===== src/rtl/vsg_pkg.sv =====
package vsg_pkg;
  localparam int unsigned REG_W      = 8;
  localparam int unsigned NREG       = 2;
  localparam logic [7:0]  HEND_RST   = 8'h30;
  localparam logic [7:0]  VEND_RST   = 8'h12;
  localparam int unsigned ODD_OFS    = 5;
  localparam int unsigned EVEN_OFS_525 = 268;
  localparam int unsigned EVEN_OFS_625 = 318;
  typedef enum logic [1:0] {
    ADDR_HEND = 2'd0,
    ADDR_VEND = 2'd1
  } reg_addr_e;
endpackage


===== src/rtl/vsg_regs.sv =====
module vsg_regs import vsg_pkg::*; #(
  parameter int unsigned ADDR_W = 2
) (
  input  logic              clk_i,
  input  logic              rst_ni,
  input  logic              wr_en_i,
  input  logic [ADDR_W-1:0] wr_addr_i,
  input  logic [REG_W-1:0]  wr_data_i,
  input  logic              line_start_i,
  output logic [REG_W-1:0]  hend_o,
  output logic [REG_W-1:0]  vend_o
);
  localparam logic [REG_W-1:0] RST_VAL [NREG] = '{HEND_RST, VEND_RST};

  logic [REG_W-1:0] pend_q [NREG];
  logic [REG_W-1:0] act_q  [NREG];
  logic [REG_W-1:0] eff    [NREG];

  for (genvar i = 0; i < NREG; i++) begin : g_reg
    always_ff @(posedge clk_i or negedge rst_ni) begin
      if (!rst_ni) begin
        pend_q[i] <= RST_VAL[i];
        act_q[i]  <= RST_VAL[i];
      end else begin
        if (wr_en_i && wr_addr_i == ADDR_W'(i)) pend_q[i] <= wr_data_i;
        if (line_start_i) act_q[i] <= pend_q[i];
      end
    end
    // line start sees the pending value so the new line uses it at once
    assign eff[i] = line_start_i ? pend_q[i] : act_q[i];
  end

  assign hend_o = eff[ADDR_HEND];
  assign vend_o = eff[ADDR_VEND];

  a_r9_ignore_addr: assert property (@(posedge clk_i) disable iff (!rst_ni)
    (wr_en_i && wr_addr_i >= ADDR_W'(NREG)) |=>
      ($stable(pend_q[0]) && $stable(pend_q[1])));

  a_r7_hold_in_line: assert property (@(posedge clk_i) disable iff (!rst_ni)
    !line_start_i |=> (line_start_i || ($stable(act_q[0]) && $stable(act_q[1]))));
endmodule


===== src/rtl/vsg_hsync.sv =====
module vsg_hsync import vsg_pkg::*; #(
  parameter int unsigned HCNT_W = 10
) (
  input  logic              clk_i,
  input  logic              rst_ni,
  input  logic [HCNT_W-1:0] hcount_i,
  input  logic [REG_W-1:0]  hend_i,
  output logic              hsync_o
);
  logic [HCNT_W-1:0] neg_cnt;
  logic              hs_q;

  assign neg_cnt = HCNT_W'({hend_i, 1'b0});

  always_ff @(posedge clk_i or negedge rst_ni) begin
    if (!rst_ni)                hs_q <= 1'b0;
    else if (hcount_i == '0)    hs_q <= (hend_i != '0);
    else if (hcount_i == neg_cnt) hs_q <= 1'b0;
  end

  assign hsync_o = hs_q;

  a_r1_rise_at_zero: assert property (@(posedge clk_i) disable iff (!rst_ni)
    $rose(hsync_o) |-> ($past(hcount_i) == '0));

  a_r2_fall_at_end: assert property (@(posedge clk_i) disable iff (!rst_ni)
    $fell(hsync_o) |-> ($past(hcount_i) == HCNT_W'(2 * int'($past(hend_i)))));

  a_r3_zero_end_quiet: assert property (@(posedge clk_i) disable iff (!rst_ni)
    (hcount_i == '0 && hend_i == '0) |=> !hsync_o);
endmodule


===== src/rtl/vsg_blank.sv =====
module vsg_blank import vsg_pkg::*; #(
  parameter int unsigned HCNT_W = 10,
  parameter int unsigned LINE_W = 10
) (
  input  logic              clk_i,
  input  logic              rst_ni,
  input  logic [HCNT_W-1:0] hcount_i,
  input  logic [LINE_W-1:0] line_i,
  input  logic              field_odd_i,
  input  logic              std_625_i,
  input  logic              field_start_i,
  input  logic [REG_W-1:0]  vend_i,
  output logic              blank_o
);
  logic [LINE_W-1:0] tgt;
  logic              bl_q;

  always_comb begin
    if (field_odd_i)    tgt = LINE_W'(int'(vend_i) + ODD_OFS);
    else if (std_625_i) tgt = LINE_W'(int'(vend_i) + EVEN_OFS_625);
    else                tgt = LINE_W'(int'(vend_i) + EVEN_OFS_525);
  end

  always_ff @(posedge clk_i or negedge rst_ni) begin
    if (!rst_ni)                               bl_q <= 1'b0;
    else if (field_start_i)                    bl_q <= 1'b1;
    else if (hcount_i == '0 && line_i == tgt)  bl_q <= 1'b0;
  end

  assign blank_o = bl_q;

  a_r6_rise_on_start: assert property (@(posedge clk_i) disable iff (!rst_ni)
    field_start_i |=> blank_o);

  a_r4_fall_at_line_start: assert property (@(posedge clk_i) disable iff (!rst_ni)
    $fell(blank_o) |-> ($past(hcount_i) == '0 && !$past(field_start_i)));

  a_r5_fall_line: assert property (@(posedge clk_i) disable iff (!rst_ni)
    $fell(blank_o) |-> (int'($past(line_i)) == int'($past(vend_i)) +
      ($past(field_odd_i) ? 5 : ($past(std_625_i) ? 318 : 268))));
endmodule


===== src/rtl/vid_strobe_gen.sv =====
module vid_strobe_gen import vsg_pkg::*; #(
  parameter int unsigned ADDR_W = 2,
  parameter int unsigned HCNT_W = 10,
  parameter int unsigned LINE_W = 10
) (
  input  logic              clk_i,
  input  logic              rst_ni,
  input  logic              wr_en_i,
  input  logic [ADDR_W-1:0] wr_addr_i,
  input  logic [7:0]        wr_data_i,
  input  logic [HCNT_W-1:0] hcount_i,
  input  logic [LINE_W-1:0] line_i,
  input  logic              field_odd_i,
  input  logic              std_625_i,
  input  logic              field_start_i,
  output logic              hsync_o,
  output logic              blank_o
);
  logic             line_start;
  logic [REG_W-1:0] hend, vend;

  assign line_start = (hcount_i == '0);

  vsg_regs #(.ADDR_W(ADDR_W)) u_regs (
    .clk_i, .rst_ni, .wr_en_i, .wr_addr_i, .wr_data_i,
    .line_start_i(line_start), .hend_o(hend), .vend_o(vend)
  );

  vsg_hsync #(.HCNT_W(HCNT_W)) u_hsync (
    .clk_i, .rst_ni, .hcount_i, .hend_i(hend), .hsync_o
  );

  vsg_blank #(.HCNT_W(HCNT_W), .LINE_W(LINE_W)) u_blank (
    .clk_i, .rst_ni, .hcount_i, .line_i, .field_odd_i, .std_625_i,
    .field_start_i, .vend_i(vend), .blank_o
  );

  a_r8_reset_low: assert property (@(posedge clk_i)
    !rst_ni |-> (!hsync_o && !blank_o));
endmodule


===== config.mk =====
export PLATFORM = sky130hd
export DESIGN_NAME = vid_strobe_gen
export DESIGN_NICKNAME = d
export VERILOG_FILES = /design/src/rtl/vsg_pkg.sv /design/src/rtl/vsg_regs.sv /design/src/rtl/vsg_hsync.sv /design/src/rtl/vsg_blank.sv /design/src/rtl/vid_strobe_gen.sv
export SDC_FILE = /design/constraint.sdc
export NUM_CORES = 1
export LEC_CHECK = 0
export ABC_AREA = 1
export BUFFER_PORTS_ARGS = -buffer_cell sky130_fd_sc_hd__buf_2
export CORE_UTILIZATION = 55
export CTS_CLUSTER_SIZE = 25
export DETAILED_ROUTE_END_ITERATION = 8
export HOLD_SLACK_MARGIN = 0.02
export PLACE_DENSITY_LB_ADDON = 0.15
export SKIP_LAST_GASP = 1
export SYNTH_ARGS = -nofsm -noshare
export SYNTH_HDL_FRONTEND = slang
export SYNTH_SLANG_ARGS = --single-unit

===== constraint.sdc =====
create_clock -name clk_i -period 5.4 [get_ports clk_i]
set_input_delay 1.08 -clock clk_i [delete_from_list [all_inputs] [get_ports clk_i]]
set_output_delay 1.08 -clock clk_i [all_outputs]
set_load 0.02 [all_outputs]

==> results of run 1 <==
[cell usage after synthesis, types with 2 or more instances]
master and n:
nand2_4 2, nor4_1 2, o21ai_2 2, nand2_2 8, dfrtp_1 26, nor3_1 2
a21oi_1 4, nand3b_1 4, nor2_2 3, o21bai_1 2, xnor2_1 6, clkbuf_1 4
nand3_1 33, dfstp_2 8, inv_2 2, inv_1 46, xor2_1 2, o21ai_1 9
nor2_1 21, nand2_1 101, or2_2 7, ha_1 4, o21ai_0 19
[critical path, cell delays in order]
cell and delay (ns):
buf_2 0.12, nor2_2 0.18, nand2_1 0.11, nor2_4 0.14, nand2_4 0.16, nand2_1 0.10, nand2_1 0.09, ha_1 0.30
or2_2 0.30, nand3b_1 0.09, nand2_1 0.06, nor2_1 0.10, nand2_1 0.08, nor2_1 0.11, nand3_1 0.08, o21bai_1 0.12
nand2_1 0.05
[layout make-up]
cell class | count | area [um2] | area share [%]
Timing Repair Buffer | 37 | 185 | 7.07
Tap cell | 50 | 62.6 | 2.39
Sequential cell | 34 | 861 | 32.9
Inverter | 48 | 180 | 6.88
Clock buffer | 7 | 86.3 | 3.30
Clock inverter | 1 | 30.0 | 1.15
Multi-Input combinational cell | 239 | 1210 | 46.3
[worst max-delay path by stage]
stage          depth (start not counted)  slack (ns)         endpoint        start
2_1_floorplan                         18        2.44  u_blank.blank_o  hcount_i[2]
5_1_grt                               19        2.03  u_blank.blank_o  hcount_i[2]
3_3_place_gp                          19        2.01  u_blank.blank_o  hcount_i[2]
4_1_cts                               16        2.29  u_blank.blank_o  hcount_i[2]
3_5_place_dp                          19        1.98  u_blank.blank_o  hcount_i[2]
6_report                              17        2.30  u_blank.blank_o  hcount_i[2]
[through the flow]
step | util [%] | worst slack [ns] | area (um2)
2_1_floorplan | - | 2.44 | 2280
3_3_place_gp | 62.5 | 2.01 | 2500
6_report | 65.4 | 2.30 | 2620
4_1_cts | 65.4 | 2.29 | 2620
5_1_grt | 65.4 | 2.03 | 2620
3_5_place_dp | 62.5 | 1.98 | 2500
[flip-flops by register name (all words and copies together) (netlist names)]
| name | flops |
|---|---|
| u_regs.act_q | 16 |
| u_regs.pend_q | 16 |
| u_blank.blank_o | 1 |
| u_hsync.hsync_o | 1 |
[layer usage]
| layer | vias to the layer above | part of all wire [%] |
|---|---|---|
| met3 | 4 | 5.3 |
| met4 | 0 | 1.0 |
| met5 | - | 0 |
| met2 | 67 | 46 |
| li1 | 1106 | - |
| met1 | 967 | 47 |
[where the power goes]
group	internal (uW)	switching, uW	leakage, uW	total [uW]
Sequential	283	13.6	0.000402	297
Clock	150	93.5	0.0000585	244
Combinational	40.8	61.4	0.000985	102
Total	474	169	0.00145	643
[kinds of logic (layout without fill, tap and decap cells)]
family,after synthesis,in the layout,share of synthesized area (%)
buffers and inverters,54,93,9.26
AO/OA/AOI/OAI,39,39,9.64
adder cells (fa/ha/maj),4,4,2.19
AND/OR/NAND/NOR,188,188,38.2
flip-flops,34,34,37.7
XOR/XNOR,8,8,3.07
==> flow_metrics.py, run 1 <==
metrics = {
    "status": {
        "status": "finished, final reports clean",
    },
    "synth": {
        "synth.net_count": 367,
        "synth_area_um2": 2280,
        "synth_edf_count": 0,
        "syn_avg_cell_area_um2": 6.99,
        "async_flop_share_pct": 100,
        "yosysTopAreaCell": "dfrtp_1",
        "synth-seq-cells": 34,
        "ys_types": 33,
        "ys_seq_area_share_pct": 37.7,
        "yosys_warnings": 0,
        "netlist_instances": 327,
        "synth_ff_type": "dfrtp_1",
        "synthTopCellsByArea": "dfrtp_1, nand2_1, dfstp_2",
        "synth_top_cell_area_share_pct": 28.5,
    },
    "setup_path": {
        "reg2reg_depth": 15,
        "cp_max_fo": 18,
        "crit_arrival_ns": 3.28,
        "reg2reg_to": "u_blank.blank_o",
        "crit_path_end_kind": "flop",
        "r2r_slack_ns": 3.27,
        "required_ns": 5.58,
        "r2r_start": "u_regs.pend_q[2]",
        "crit_path_start_kind": "input pin",
        "path_class": "in -> reg",
    },
    "clocking": {
        "htree_levels": 2,
        "ctsResizeCount": 0,
        "cts_root_buf": "clkbuf_8",
        "clk_latency_ns": 0.29,
        "cts_setup_buffers": 0,
        "clkTransAtPathRegs_ns": 0.07,
        "cts_tree": "built",
        "cts_buffers": 5,
        "cts_hold_buf": 0,
        "cts.sinks": 34,
        "clock_path_buffers": 2,
    },
    "sta": {
        "hold_slack_ns": 0.484,
        "fin_crit_sh_pct": 57.4,
        "fin_skew_ns": 0.00726,
        "hold_violations": 0,
        "fmax_mhz": 323,
        "slew_headroom_pct": 51.8,
        "max_slew.worst_pin.slew_ns": 0.723,
        "maxSlewViolCount": 0,
        "post-route-min-period_ns": 3.10,
        "setup_viol": 0,
        "tns_ns": 0,
        "rsz0062_at_grt": "false",
    },
    "pwr": {
        "power.total_uw": 643,
        "vdd.ir_drop.worst_v": 0.000196,
        "leakagePower_uw": 0.00145,
        "pwr_density_cell_nw_per_um2": 246,
    },
    "drt": {
        "vias": 2144,
        "first_pass_iters": 7,
        "wl_um": 4860,
        "avgRoutedWirePerCell_um": 11.7,
        "ant_nets": 0,
        "vias_per_cell": 5.15,
        "first_iter_violations": 118,
        "drc": 0,
    },
    "worst_hold_path": {
        "hold_class": "reg -> reg",
        "hold_start": "u_regs.pend_q[15]",
        "hold_path_depth": 2,
        "min_to": "u_regs.pend_q[15]",
    },
    "grt": {
        "antenna_found_initial": 0,
        "grt_usage_pct": 25.6,
        "grtUsageMet3_pct": 5.31,
        "grt.overflow.total": 0,
        "first_global_vias": 1983,
        "grt_pass1_wl_um": 8560,
        "grt_max_degree": 35,
        "grt.met1_usage_pct": 34.9,
        "met2_usage_pct": 41.3,
        "top_usage_layer": "met2",
    },
    "floorplan": {
        "die_w_um": 66.5,
        "die_area_um2": 4420,
        "rows": 23,
        "die_h_um": 66.5,
        "start_util_pct": 57.1,
        "pin_count": 38,
        "core_area_um2": 4000,
    },
    "job": {
        "cap_violations": 0,
    },
    "finish": {
        "final_nets": 405,
        "syn_to_final_growth_pct": 14.6,
        "layout_commonest_cell": "nand2_1",
        "finalNonFillerCells": 416,
        "nFillCells": 386,
        "mostFrequentLayoutCells": "nand2_1, inv_1, buf_2",
        "num_antenna_cells": 0,
        "drive_gt1_share_pct": 21.9,
    },
    "placement": {
        "io_buffers": 37,
        "place.detailed.hpwl_um": 3710,
        "dp_cells": 408,
        "place_congestion": 0.807,
    },
}
Power figures use the tool's default switching activity.
==> run 2, diff against run 1 <==
clock period = 2.9 ns   (was 5.4 ns; I/O delays follow)
==> run 2 against run 1 <==
Flip-flop and latch count did not move. Clock power up 73%. Sequential share of layout area decreased by 0.094 points. Worst setup slack got worse by 2.0 ns. Cell area up 0.29%. Routed wire length up 3.2%. Highest routed layer unchanged. Sequential power rose by 87%. Worst hold slack got worse by 0.11 ns. Global-route usage down 0.13 points. First-iteration DRC count decreased by 18%. Power increased by 82%.
==> flow_metrics.py, run 2 (same netlist as run 1, synthesis figures left out) <==
metrics = {
    "finish": {
        "utilization_pct": 65.6,
        "layout_commonest_cell": "nand2_1",
        "final_nets": 407,
        "syn_to_final_growth_pct": 14.9,
        "finalNonFillerCells": 418,
        "drive_gt1_share_pct": 22.6,
        "final_area_um2": 2630,
        "num_antenna_cells": 0,
        "mostFrequentLayoutCells": "nand2_1, inv_1, buf_2",
        "top_regs": "u_regs.act_q: 16 flops, u_regs.pend_q: 16 flops",
    },
    "sta": {
        "rsz0062_at_grt": "false",
        "max_slew.worst_pin.slew_ns": 0.777,
        "slew_headroom_pct": 48.2,
        "fin_ws_ns": 0.298,
        "fin_skew_ns": 0.00312,
        "setup_viol": 0,
        "fin_crit_sh_pct": 89.7,
        "maxSlewViolCount": 0,
        "post-route-min-period_ns": 2.60,
        "tns_ns": 0,
        "hold_violations": 0,
        "fmax_mhz": 384,
    },
    "drt": {
        "first_pass_iters": 4,
        "drc": 0,
        "first_iter_violations": 97,
        "ant_nets": 0,
        "wl_um": 5020,
        "avgRoutedWirePerCell_um": 12.0,
        "vias_per_cell": 5.04,
        "vias": 2106,
    },
    "floorplan": {
        "core_area_um2": 4000,
        "pin_count": 38,
        "die_h_um": 66.5,
        "start_util_pct": 57.1,
        "die_area_um2": 4420,
        "rows": 23,
        "die_w_um": 66.5,
    },
    "clocking": {
        "cts_hold_buf": 0,
        "cts_root_buf": "clkbuf_8",
        "cts_setup_buffers": 0,
        "ctsResizeCount": 0,
        "clk_latency_ns": 0.28,
        "clkTransAtPathRegs_ns": 0.07,
        "clock_path_buffers": 2,
        "cts_tree": "built",
        "htree_levels": 2,
        "cts_buffers": 5,
        "cts.sinks": 34,
    },
    "status": {
        "status": "finished, final reports clean",
    },
    "placement": {
        "dpl_cell_area_um2": 2520,
        "io_buffers": 37,
        "dp_slack_ns": 0.00798,
        "place.detailed.hpwl_um": 3890,
        "dp_cells": 410,
        "place_congestion": 0.840,
    },
    "job": {
        "cap_violations": 0,
    },
    "setup_path": {
        "path_class": "in -> reg",
        "crit_path_end_kind": "flop",
        "r2r_slack_ns": 0.73,
        "crit_path_start_kind": "input pin",
        "crit_arrival_ns": 2.78,
        "required_ns": 3.07,
        "cp_max_fo": 8,
    },
    "pwr": {
        "vdd.ir_drop.worst_v": 0.000481,
        "leakagePower_uw": 0.00145,
        "pwr_density_cell_nw_per_um2": 446,
    },
    "grt": {
        "grt_max_degree": 35,
        "grt_pass1_wl_um": 8530,
        "first_global_vias": 1929,
        "antenna_found_initial": 0,
        "grt_usage_pct": 25.4,
        "grt.overflow.total": 0,
    },
    "worst_hold_path": {
        "hold_class": "in -> async",
    },
}
run 2: cell types whose count changed in the layout (fill, tap and decap cells not counted):
cell      delta
clkbuf_8     -1
clkinv_2     +2
buf_4        +2
clkbuf_1     -1
run 2: path summary, 6_finish.rpt:
kind | depth (start not counted) | start | endpoint
max in group asynchronous | 1 | rst_ni | u_regs.pend_q[8]
min in group clk_i | 3 | field_start_i | u_blank.blank_o
max | 19 | hcount_i[2] | u_blank.blank_o
min | 1 | rst_ni | u_regs.pend_q[15]
max reg2reg | 15 | u_regs.pend_q[2] | u_blank.blank_o
min reg2reg | 2 | u_regs.pend_q[1] | u_regs.pend_q[1]
run 2: metrics by stage:
step | hold WS (ns) | total power, uW
global route | 0.443 | 1230
finish | 0.375 | 1170
detailed placement | 0.478 | 755
global placement | 0.470 | 747
CTS | 0.395 | 1180
floorplan | 0.284 | 681
run 2: layout make-up:
cell class              count  area, um2
fillers                   365       1380
multi-input cells         239       1210
flip-flops and latches     34        861
repair buffers             39        200
inverters                  48        180
clock buffers               5       68.8
well taps                  50       62.6
clock inverters             3       40.0
run 2: where the power goes:
group | switching [uW] | total (uW) | internal, uW
Clock | 170 | 423 | 253
Sequential | 27.9 | 555 | 527
Combinational | 116 | 193 | 76.3
Total | 314 | 1170 | 856
run 2: metal layers:
| metal | global-route usage [%] | up-vias | routed length [um] |
|---|---|---|---|
| li1 | - | 1108 | - |
| met3 | 4.11 | 6 | 218 |
| met1 | 35.3 | 943 | 2440 |
| met4 | 4.79 | 0 | 46 |
| met2 | 42.1 | 49 | 2310 |
| met5 | 0 | - | 0 |
run 2: critical path, cell delays in order:
cell      delay (ns)
buf_2           0.12
nor2_2          0.18
nand2_1         0.12
nor2_4          0.14
nand2_4         0.11
nand2_1         0.09
nand2_2         0.09
ha_1            0.24
or2_2           0.30
nand2_1         0.09
inv_2           0.04
nand3_1         0.08
nand2_1         0.05
o21ai_1         0.12
nand2_1         0.08
nand2_1         0.07
nand3_1         0.08
o21bai_1        0.14
nand2_1         0.06
==> run 3, diff against run 2 <==
REMOVE_ABC_BUFFERS = 1   (was default)
==> run 3 against run 2 <==
Register-to-register slack better by 0.05 ns. Global-route usage decreased by 0.87 points. Clock power is 22% lower. Clock skew is 0.0019 ns higher. Flip-flop and latch count is the same. Routed wire length shrank 5.4%. Utilization decreased by 0.66 points. Critical path depth is the same. Non-clock buffer count unchanged. Cell area fell by 1.0%. Die area is the same. Power decreased by 8.3%. Highest routed layer unchanged.
==> flow_metrics.py, run 3 (same netlist as run 1, synthesis figures left out) <==
metrics = {
    "pwr": {
        "p_comb_share_pct": 17.6,
        "clkPwrFrac_pct": 30.9,
        "vdd.ir_drop.worst_v": 0.000304,
        "p_sw_uw": 303,
        "switching_share_pct": 28.3,
        "leakagePower_uw": 0.00144,
        "power.total_uw": 1070,
        "pwr_density_cell_nw_per_um2": 413,
        "p_int_uw": 769,
        "p_seq_share_pct": 51.5,
    },
    "sta": {
        "fin_crit_sh_pct": 88.1,
        "fmax_mhz": 392,
        "tns_ns": 0,
        "rsz0062_at_grt": "false",
        "max_slew.worst_pin.slew_ns": 0.743,
        "slew_headroom_pct": 50.5,
        "hold_violations": 0,
        "setup_viol": 0,
        "post-route-min-period_ns": 2.55,
        "fin_skew_ns": 0.00497,
        "maxSlewViolCount": 0,
    },
    "finish": {
        "drive_gt1_share_pct": 22.3,
        "syn_to_final_growth_pct": 13.7,
        "mostFrequentLayoutCells": "nand2_1, inv_1, buf_2",
        "nFillCells": 348,
        "top_regs": "u_regs.act_q: 16 flops, u_regs.pend_q: 16 flops",
        "multiInputGateArea_um2": 1210,
        "num_antenna_cells": 0,
        "final_nets": 407,
        "layout_commonest_cell": "nand2_1",
        "final-seq-area_um2": 861,
    },
    "grt": {
        "antenna_found_initial": 0,
        "grt.met1_usage_pct": 33.7,
        "grtUsageMet3_pct": 4.97,
        "first_global_vias": 1878,
        "grt_max_degree": 35,
        "grt.overflow.total": 0,
        "grt_usage_pct": 24.6,
        "top_usage_layer": "met2",
        "met2_usage_pct": 40.6,
        "grt_pass1_wl_um": 8360,
    },
    "clocking": {
        "clkTransAtPathRegs_ns": 0.07,
        "cts_setup_buffers": 0,
        "cts_buffers": 5,
        "cts.sinks": 34,
        "cts_root_buf": "clkbuf_8",
        "clock_path_buffers": 2,
        "clk_latency_ns": 0.28,
        "htree_levels": 2,
        "ctsResizeCount": 0,
        "cts_tree": "built",
        "cts_hold_buf": 0,
    },
    "floorplan": {
        "rows": 23,
        "start_util_pct": 57.1,
        "core_area_um2": 4000,
        "die_w_um": 66.5,
        "die_h_um": 66.5,
        "pin_count": 38,
        "die_area_um2": 4420,
    },
    "drt": {
        "first_iter_violations": 81,
        "wl_um": 4750,
        "vias": 2074,
        "first_pass_iters": 4,
        "ant_nets": 0,
        "avgRoutedWirePerCell_um": 11.4,
        "drc": 0,
        "vias_per_cell": 4.96,
    },
    "placement": {
        "io_buffers": 37,
        "place_congestion": 0.894,
        "place.detailed.hpwl_um": 3730,
    },
    "setup_path": {
        "required_ns": 3.07,
        "cp_max_fo": 9,
        "reg2reg_to": "u_blank.blank_o",
        "r2r_slack_ns": 0.78,
        "path_class": "in -> reg",
        "crit_path_end_kind": "flop",
        "cp_common_cell": "nand2_1",
        "crit_arrival_ns": 2.73,
        "crit_chain": "buf_2 -> nor2_2 -> nand2_1 -> nor2_4 -> nand2_4 -> nand2_1 -> nand2_2 -> ha_1 -> or2_2 -> nand2_1 -> inv_2 -> nand3_1 -> nand2_1 -> nand3b_1 -> nand2_1 -> nor2_1 -> nand3_1 -> o21bai_1 -> nand2_1",
        "crit_path_start_kind": "input pin",
        "reg2reg_depth": 15,
        "cpMaxStageDelayCell": "or2_2",
        "slowest_delay_ns": 0.29,
        "r2r_start": "u_regs.pend_q[2]",
    },
    "worst_hold_path": {
        "hold_class": "in -> async",
    },
    "job": {
        "cap_violations": 0,
    },
    "status": {
        "status": "finished, final reports clean",
    },
}
[run 3: worst max path at each step]
stage / cells past startpoint / to / slack [ns] / startpoint
final: 19 / u_blank.blank_o / 0.35 / hcount_i[1]
after detailed placement: 19 / u_blank.blank_o / 0.06 / hcount_i[2]
after global routing: 18 / u_blank.blank_o / 0.07 / hcount_i[4]
after floorplan: 18 / u_blank.blank_o / 0.39 / hcount_i[2]
after CTS: 19 / u_blank.blank_o / 0.36 / hcount_i[2]
after global placement: 19 / u_blank.blank_o / 0.09 / hcount_i[2]
[run 3: worst max-delay path: cells and delay by family]
family / cells / cell delay (ns)
AOI/OAI and AO/OA: 1 / 0.14
adders and majority gates: 1 / 0.23
buffers and inverters: 2 / 0.16
and+or+nand+nor: 15 / 1.62
[run 3: power groups by stage]
stage,Combinational [uW],Sequential [uW],Clock [uW]
after floorplan,124,554,0
after global placement,186,558,0
after detailed placement,190,560,0
after CTS,191,552,341
after global routing,218,558,361
final,189,553,331
[run 3: area by class of cell]
| cell class | count | area share (%) |
|---|---|---|
| Clock buffer | 6 | 2.79 |
| Clock inverter | 2 | 0.385 |
| Inverter | 48 | 6.93 |
| Multi-Input combinational cell | 239 | 46.7 |
| Sequential cell | 34 | 33.1 |
| Tap cell | 50 | 2.41 |
| Timing Repair Buffer | 39 | 7.70 |
[run 3: metrics by stage]
step                      std cells  utilization (%)  area [um2]  hold WS (ns)  worst slack (ns)
after floorplan                 321                -        2250         0.284             0.389
after global placement          410             62.9        2520         0.470            0.0920
after detailed placement        410             62.9        2520         0.471            0.0578
after CTS                       418             65.0        2600         0.389             0.361
after global routing            418             65.0        2600         0.421            0.0701
final                           418             65.0        2600         0.355             0.347
[run 3: routing by layer]
layer  up-vias  wire, um  share of wire [%]
met2        38      2140                 45
met3         5       188                4.0
li1       1109         -                  -
met5         -         0                  0
met4         0        27               0.57
met1       922      2390                 50
